`src/rtl/ces_pkg.sv`:
```
package ces_pkg;

  typedef enum logic [1:0] {
    ST_IDLE = 2'd0,
    ST_SCAN = 2'd1,
    ST_WAIT = 2'd2,
    ST_FIN  = 2'd3
  } ces_state_t;

  localparam int SR_READY = 7;
  localparam int SR_ERASE = 5;
  localparam int SR_VPP   = 3;
  localparam int SR_LOCK  = 1;

  // A block may be erased when unlocked, and a boot block also needs protection released.
  function automatic logic blk_erasable(input logic is_boot, input logic locked,
                                        input logic wp_release);
    return !locked && (!is_boot || wp_release);
  endfunction

  function automatic logic idx_is_last(input int unsigned idx, input int unsigned nblk);
    return idx == (nblk - 1);
  endfunction

  function automatic logic [7:0] pack_status(input logic ready, input logic e_erase,
                                             input logic e_vpp, input logic e_lock);
    logic [7:0] s;
    s = 8'h00;
    s[SR_READY] = ready;
    s[SR_ERASE] = e_erase;
    s[SR_VPP]   = e_vpp;
    s[SR_LOCK]  = e_lock;
    return s;
  endfunction

endpackage

```
`src/rtl/ces_eligibility.sv`:
```
module ces_eligibility #(
  parameter int unsigned NUM_BLK = 8,
  parameter logic [NUM_BLK-1:0] BOOT_MAP = '0
) (
  input  logic [NUM_BLK-1:0] lock_bits,
  input  logic               wp_hi,
  output logic [NUM_BLK-1:0] elig_vec,
  output logic               any_elig
);
  for (genvar g = 0; g < NUM_BLK; g++) begin : g_blk
    assign elig_vec[g] = ces_pkg::blk_erasable(BOOT_MAP[g], lock_bits[g], wp_hi);
  end

  assign any_elig = |elig_vec;
endmodule

```
`src/rtl/ces_ctrl.sv`:
```
module ces_ctrl #(
  parameter int unsigned NUM_BLK = 8,
  parameter int unsigned BLK_W   = 3
) (
  input  logic             clk,
  input  logic             rst_n,
  input  logic             start,
  input  logic             vpp_low,
  input  logic             any_elig,
  input  logic             cur_elig,
  input  logic             ers_ack,
  input  logic             ers_fail,
  output logic [BLK_W-1:0] blk_idx,
  output logic             ers_req,
  output logic             busy,
  output logic             done,
  output logic             ev_accept,
  output logic             ev_vpp,
  output logic             ev_locked,
  output logic             ev_fail
);
  import ces_pkg::*;

  ces_state_t state;
  logic       at_last;

  assign at_last   = idx_is_last(int'(blk_idx), NUM_BLK);
  assign ev_accept = (state == ST_IDLE) && start;
  assign ev_vpp    = ev_accept && vpp_low;
  assign ev_locked = ev_accept && !vpp_low && !any_elig;
  assign ev_fail   = (state == ST_WAIT) && ers_ack && ers_fail;
  assign busy      = (state == ST_SCAN) || (state == ST_WAIT);
  assign done      = (state == ST_FIN);

  always_ff @(posedge clk or negedge rst_n) begin
    if (!rst_n) begin
      state   <= ST_IDLE;
      blk_idx <= '0;
      ers_req <= 1'b0;
    end else begin
      case (state)
        ST_IDLE: begin
          if (start) begin
            blk_idx <= '0;
            state   <= (vpp_low || !any_elig) ? ST_FIN : ST_SCAN;
          end
        end
        ST_SCAN: begin
          if (cur_elig) begin
            ers_req <= 1'b1;
            state   <= ST_WAIT;
          end else if (at_last) begin
            state <= ST_FIN;
          end else begin
            blk_idx <= blk_idx + 1'b1;
          end
        end
        ST_WAIT: begin
          if (ers_ack) begin
            ers_req <= 1'b0;
            if (ers_fail || at_last) begin
              state <= ST_FIN;
            end else begin
              blk_idx <= blk_idx + 1'b1;
              state   <= ST_SCAN;
            end
          end
        end
        default: state <= ST_IDLE;
      endcase
    end
  end
endmodule

```
`src/rtl/ces_status.sv`:
```
module ces_status (
  input  logic       clk,
  input  logic       rst_n,
  input  logic       busy,
  input  logic       ev_accept,
  input  logic       ev_vpp,
  input  logic       ev_locked,
  input  logic       ev_fail,
  output logic [7:0] status
);
  logic err_erase, err_vpp, err_lock;

  always_ff @(posedge clk or negedge rst_n) begin
    if (!rst_n) begin
      err_erase <= 1'b0;
      err_vpp   <= 1'b0;
      err_lock  <= 1'b0;
    end else if (ev_accept) begin
      err_erase <= ev_vpp | ev_locked;
      err_vpp   <= ev_vpp;
      err_lock  <= ev_locked;
    end else if (ev_fail) begin
      err_erase <= 1'b1;
    end
  end

  assign status = ces_pkg::pack_status(!busy, err_erase, err_vpp, err_lock);
endmodule

```
`src/rtl/chip_erase_seq.sv`:
```
module chip_erase_seq #(
  parameter int unsigned NUM_BLK = 8,
  parameter logic [NUM_BLK-1:0] BOOT_MAP = NUM_BLK'(2'b11),
  localparam int unsigned BLK_W = (NUM_BLK > 1) ? $clog2(NUM_BLK) : 1
) (
  input  logic               clk,
  input  logic               rst_n,
  input  logic               start,
  input  logic               vpp_low,
  input  logic               wp_hi,
  input  logic               suspend_req,
  input  logic [NUM_BLK-1:0] lock_bits,
  output logic               ers_req,
  output logic [BLK_W-1:0]   ers_blk,
  input  logic               ers_ack,
  input  logic               ers_fail,
  output logic               busy,
  output logic               done,
  output logic [7:0]         status
);
  logic [NUM_BLK-1:0] elig_vec;
  logic               any_elig;
  logic               cur_elig;
  logic               ev_accept, ev_vpp, ev_locked, ev_fail;

  ces_eligibility #(.NUM_BLK(NUM_BLK), .BOOT_MAP(BOOT_MAP)) u_elig (
    .lock_bits(lock_bits),
    .wp_hi    (wp_hi),
    .elig_vec (elig_vec),
    .any_elig (any_elig)
  );

  assign cur_elig = elig_vec[ers_blk];

  ces_ctrl #(.NUM_BLK(NUM_BLK), .BLK_W(BLK_W)) u_ctrl (
    .clk      (clk),
    .rst_n    (rst_n),
    .start    (start),
    .vpp_low  (vpp_low),
    .any_elig (any_elig),
    .cur_elig (cur_elig),
    .ers_ack  (ers_ack),
    .ers_fail (ers_fail),
    .blk_idx  (ers_blk),
    .ers_req  (ers_req),
    .busy     (busy),
    .done     (done),
    .ev_accept(ev_accept),
    .ev_vpp   (ev_vpp),
    .ev_locked(ev_locked),
    .ev_fail  (ev_fail)
  );

  ces_status u_status (
    .clk      (clk),
    .rst_n    (rst_n),
    .busy     (busy),
    .ev_accept(ev_accept),
    .ev_vpp   (ev_vpp),
    .ev_locked(ev_locked),
    .ev_fail  (ev_fail),
    .status   (status)
  );
endmodule

```
`config.mk`:
```
export PLATFORM = sky130hd
export DESIGN_NAME = chip_erase_seq
export DESIGN_NICKNAME = d
export VERILOG_FILES = /design/src/rtl/ces_pkg.sv /design/src/rtl/ces_eligibility.sv /design/src/rtl/ces_ctrl.sv /design/src/rtl/ces_status.sv /design/src/rtl/chip_erase_seq.sv
export SDC_FILE = /design/constraint.sdc
export NUM_CORES = 1
export LEC_CHECK = 0
export ABC_AREA = 0
export BUFFER_PORTS_ARGS = -buffer_cell sky130_fd_sc_hd__buf_2
export CAP_MARGIN = 20
export CORE_ASPECT_RATIO = 0.6
export CORE_MARGIN = 5
export CORE_UTILIZATION = 25
export DETAILED_ROUTE_END_ITERATION = 16
export PLACE_DENSITY = 0.54
export SLEW_MARGIN = 40
export SYNTH_ARGS = -nofsm -noshare
export SYNTH_HDL_FRONTEND = slang
export SYNTH_SLANG_ARGS = --single-unit
```
`constraint.sdc`:
```
create_clock -name clk -period 4 [get_ports clk]
set_clock_uncertainty 0.2 [all_clocks]
set_input_delay 0 -clock clk [delete_from_list [all_inputs] [get_ports clk]]
set_output_delay 0 -clock clk [all_outputs]
set_load 0.05 [all_outputs]
```
### Word level (Yosys, flattened, before mapping)

Cells that the tools add are included.

| word-level totals | value |
|---|---|
| bits in registers | 9 |
| input port bits | 16 |
| output and inout bits | 14 |
| word-level logic and storage cells | 70 |

| operators by class | value |
|---|---|
| $add $sub $neg | 1 |
| magnitude comparators | 1 |
| equal/unequal tests | 11 |
| multiplexer cells | 20 |
| bitwise gates (word level) | 1 |
| reduce and logical (&&, ||, !) cells | 30 |

Operators with widths:

| kind | count |
|---|---|
| $mux 3 | 5 |
| $mux 2 | 6 |
| $ne 2x2->1 const B | 6 |
| $logic_not 1->1 | 11 |
| $pmux 3 s3 | 1 |
| $logic_and 1x1->1 | 8 |
| $reduce_or 8->1 | 1 |
| $pmux 2 s3 | 1 |
| $reduce_and 3->1 | 2 |
| $reduce_and 6->1 | 1 |
| $mux 1 | 5 |
| $eq 2x2->1 const B | 2 |
| $lt 3x4->1 const B | 1 |
| $reduce_bool 2->1 | 2 |
| $add 3x1->3 const B | 1 |
| $bmux 1 s3 | 1 |
| $eq 3x3->1 const B | 1 |
| $logic_or 1x1->1 | 3 |
| $ne 3x2->1 const B | 1 |
| $reduce_bool 3->1 | 1 |
| $eq 2x1->1 const B | 1 |
| $logic_not 2->1 | 1 |
| $pmux 1 s2 | 1 |
| $or 1x1->1 | 1 |

### Logic depth before layout (Yosys ltp)

| logic depth | value |
|---|---|
| depth after elaboration | 8 |
| gate-level depth with buffers | 7 |
| mapped depth without buffers | 7 |

### Hierarchy

A second synthesis with hierarchy kept.

| second synthesis, totals | value |
|---|---|
| cell total of the unflattened synthesis | 77 |
| area, all modules | 764.5 um2 |

Modules (own cells, without submodules):

| module | times used | cells each | area an instance (um2) | sequential area each (um2) |
|---|---|---|---|---|
| ces_ctrl | 1 | 46 | 476.7 | 150.1 |
| ces_status | 1 | 17 | 171.4 | 75.1 |
| chip_erase_seq | 1 | 3 | 63.8 | 0.0 |
| ces_eligibility | 1 | 11 | 52.6 | 0.0 |

### Least setup slack after synthesis

OpenSTA, ideal clock, no wires.

| timing | value |
|---|---|
| kind | reg-to-reg |
| start | register u_ctrl.blk_idx[1] |
| end | register u_ctrl.state[1] |
| setup time | 0.125 ns |
| arrival time | 1.884 ns |
| setup slack | 1.791 ns |
| stages on the path, launching flop included | 6 |
| path buffers | 0 |
| period minus slack after synthesis | 2.209 ns |
| path through | dfrtp_1 mux2_1 o22ai_2 nor2_2 a31oi_2 mux2_4 |

| on the way | value |
|---|---|
| word-level cells in the longest chain between the ends | 5 |
| elaborated cells between the ends (all ways) | 10 |

Ends and longest elaborated chain:

| item | RTL line | RTL |
|---|---|---|
| start, declared | ces_ctrl.sv:13 | `output logic [BLK_W-1:0] blk_idx,` |
| start signal, assigned | ces_ctrl.sv:55 | `blk_idx <= blk_idx + 1'b1;` |
| start signal, assigned | ces_ctrl.sv:64 | `blk_idx <= blk_idx + 1'b1;` |
| branches (longest 5 deep; another with $bmux 1 s3) | n/a |  |
| end signal, assigned | ces_ctrl.sv:45 | `state <= (vpp_low \|\| !any_elig) ? ST_FIN : ST_SCAN;` |
| end, declared | ces_ctrl.sv:24 | `ces_state_t state;` |

Several ways; the timed one is not identified. The select of a mux whose other input is x is not followed.
A chain may end at the register's enable or synchronous reset.

### Final worst setup path

| timing | value |
|---|---|
| start | register u_ctrl.state[0] |
| end | register u_status.err_erase |

| on the way | value |
|---|---|
| word-level cells in the longest chain between the ends | 6 |
| elaborated cells between the ends (all ways) | 11 |

Ends and longest elaborated chain:

| item | RTL line | RTL |
|---|---|---|
| $logic_not 2->1 | ces_ctrl.sv:28 | `assign ev_accept = (state == ST_IDLE) && start;` |
| $logic_and 1x1->1 | ces_ctrl.sv:28 |  |
| $logic_and 1x1->1 (2 in series) | ces_ctrl.sv:30 | `assign ev_locked = ev_accept && !vpp_low && !any_elig;` |
| $or 1x1->1 | ces_status.sv:19 | `err_erase <= ev_vpp \| ev_locked;` |
| $mux 1 | ces_status.sv:18 | `end else if (ev_accept) begin` |
| end signal, assigned | ces_status.sv:19 |  |
| end, declared | ces_status.sv:11 | `logic err_erase, err_vpp, err_lock;` |

Several ways; a longest one is shown, not always the timed one.

==> flow_metrics.env <==
export IMPL_initial_utilization_pct=25.92
export IMPL_seq_area_frac_synth_pct=30.46
export IMPL_whs_path_depth=3
export IMPL_cp_top_family="buffers and inverters"
export IMPL_rsz0062_at_grt="false"
export IMPL_grtUsageTotal_pct=9.465
export IMPL_whs_endpoint="u_status.err_vpp"
export IMPL_vias_per_cell=4.309
export IMPL_grt_antenna_before_repair=0
export IMPL_htreeDepth=1
export IMPL_cts_hold_buf=8
export IMPL_worst_path_stages=6
export IMPL_synth_edf_count=0
export IMPL_cpPeakStageDelay_ps=560
export IMPL_total_power_mw=0.8645
export IMPL_yosysTopAreaCellShare_pct=30.46
export IMPL_cap_viol_max_count=0
export IMPL_crit_chain="inv_1 > ha_1 > a31oi_1 > dlygate4sd3_1 > a21oi_1 > dlygate4sd3_1"
export IMPL_report_final_slew_viol_count=0
export IMPL_ys_seq_elements=9
export IMPL_area_growth_pct=34.69
export IMPL_crit_required_ps=3910
export IMPL_core_area_sq_mm=0.002853
export IMPL_fin_area_sq_um=996.0
export IMPL_hold_class="primary input to flip-flop"
export IMPL_cp_end_kind="flip-flop"
export IMPL_die_x_microns=80.21
export IMPL_drt_iter0_markers=34
export IMPL_cts_buffer_depth=2
export IMPL_async_reset_ff_share_pct=100.0
export IMPL_holdWs_ps=19.05
export IMPL_ys_flop_type="dfrtp_1"
export IMPL_grt_pass1_vias=643
export IMPL_synth_top_area_cell="dfrtp_1"
export IMPL_cp_slowest_cell="dlygate4sd3_1"
export IMPL_post_place_cells=140
export IMPL_layout_cells_non_filler=152
export IMPL_cts_sinks=9
export IMPL_drive_gt1_share_pct=33.64
export IMPL_io_pin_count=30
export IMPL_cts_made_buffers=3
export IMPL_status="finished, final reports clean"
export IMPL_power_density_mw_per_mm2=868.0
export IMPL_rrSetupSlack_ps=1590
export IMPL_rows=15
export IMPL_postRouteAntennaNets=0
export IMPL_final_nets=134
export IMPL_critPathLaunchType="flip-flop"
export IMPL_path_max_fanout=4
export IMPL_arrival_ps=2320
export IMPL_cts_tree="built"
export IMPL_fin_ws_ps=1594
export IMPL_r2r_end="u_status.err_erase"
export IMPL_vias=655
export IMPL_netlist_instances=78
export IMPL_clk_latency_ps=230
export IMPL_post_cts_resized=0
export IMPL_routabilityCongestion=0.8729
export IMPL_crit_buf_inv=3
export IMPL_yosysWarnings=0
export IMPL_tns_ps=0
export IMPL_dp_hpwl_microns=1495
export IMPL_synth_area_leaders="dfrtp_1 (30%), ha_1 (12%), buf_4 (7.1%)"
export IMPL_synth_cell_area_sq_um=739.5
export IMPL_rr_worst_depth=6
export IMPL_post_cts_buffers=0
export IMPL_hold_violations=0
export IMPL_grt_pass1_wl_microns=2973
export IMPL_fin_util_pct=34.91
export IMPL_antenna_cells=0
export IMPL_min_delay_start="start"
export IMPL_clockRootBuffer="clkbuf_8"
export IMPL_clkSlewWorstSetupHoldPaths_ps=50
export IMPL_dieArea_sq_mm=0.004181
export IMPL_period_needed_ps=2406
export IMPL_r2r_start="u_ctrl.state[0]"
export IMPL_die_y_microns=52.13
export IMPL_p_leak_nw=0.4786
export IMPL_synth_cell_types=32
export IMPL_dpl_cell_area_sq_um=870.8
export IMPL_first_pass_iters=7
export IMPL_fmax_ghz=0.4156
export IMPL_drc=0
export IMPL_fillers=295
export IMPL_overflow=0
export IMPL_wl_per_cell_microns=12.32
export IMPL_cpMostUsedCell="dlygate4sd3_1"
export IMPL_drt_wl_total_microns=1872
export IMPL_place_port_buffers=24
export IMPL_setup_viol=0
export IMPL_path_class="flip-flop to flip-flop"
export IMPL_avgSynthCellArea_sq_um=9.480
export IMPL_post_place_ws_ps=1857
export IMPL_vdd_drop_max_v=0.0006216
export IMPL_grt_max_degree=10
export IMPL_fin_crit_sh_pct=60.16
[worst min-delay path, cell delays in order]
cell,delay [ps]
buf_2,110
nand2_1,140
mux2_2,170
[cells by family after synthesis]
group | count (synthesis) | share of synthesized area [%]
flops | 9 | 30.46
fa+ha+maj | 7 | 11.84
buf+inv | 16 | 11.67
compound gates | 17 | 18.45
other cells | 1 | 0.5071
mux | 9 | 14.04
simple gates | 19 | 13.03
[cells in the final DEF (no fill, tap or decap), types with 2 or more instances in the layout]
cell type      netlist  routed
mux2i_1              4       4
buf_2                0      24
a21oi_1              2       2
a22o_1               3       3
inv_1                9       9
nor2_1               5       5
conb_1               1       4
mux2_4               2       2
mux2_2               2       2
nor3_1               2       2
dlygate4sd3_1        0       8
clkbuf_8             0       3
nand2_1              6       6
dfrtp_1              9       9
ha_1                 7       7
[Yosys cell counts, types with 2 or more instances]
| library cell | instances |
|---|---|
| nor3_1 | 2 |
| inv_1 | 9 |
| nand2_1 | 6 |
| mux2i_1 | 4 |
| nor2_1 | 5 |
| mux2_2 | 2 |
| a22o_1 | 3 |
| a21oi_1 | 2 |
| buf_4 | 7 |
| mux2_4 | 2 |
| ha_1 | 7 |
| dfrtp_1 | 9 |
[report_power, final]
| part | leakage (nW) | internal [mW] | total, mW | switching, mW |
|---|---|---|---|---|
| sequential | 0.110 | 0.129 | 0.174 | 0.0453 |
| combinational | 0.346 | 0.209 | 0.581 | 0.371 |
| clock | 0.0228 | 0.0698 | 0.109 | 0.0395 |
[worst max-delay path by stage]
stage                            from            endpoint
finish                u_ctrl.state[0]  u_status.err_erase
global route          u_ctrl.state[0]  u_status.err_erase
CTS                   u_ctrl.state[0]  u_status.err_erase
detailed placement  u_ctrl.blk_idx[0]   u_ctrl.blk_idx[0]
global placement    u_ctrl.blk_idx[0]   u_ctrl.blk_idx[0]
floorplan           u_ctrl.blk_idx[1]     u_ctrl.state[1]
[cell type report]
class,instances,area [sq um],area share [%]
Inverter,9,33.78,3.392
Sequential cell,9,225.2,22.61
Timing Repair Buffer,32,200.2,20.10
Multi-Input combinational cell,56,439.2,44.10
Clock buffer,4,45.04,4.523
Tap cell,42,52.55,5.276
[state kept, by name, summed over array words and instances (netlist names)]
signal and count:
u_status.err_lock 1, u_ctrl.ers_req 1, u_ctrl.blk_idx 3, u_ctrl.state 2, u_status.err_vpp 1, u_status.err_erase 1
[routing by layer]
metal	track usage, %	up-vias	share of wire (%)
li1	-	328	-
met1	13.20	303	51
met2	13.87	24	41
met3	4.671	0	7.5
met4	0	0	0
met5	0	-	0
Power figures use the tool's default switching activity.
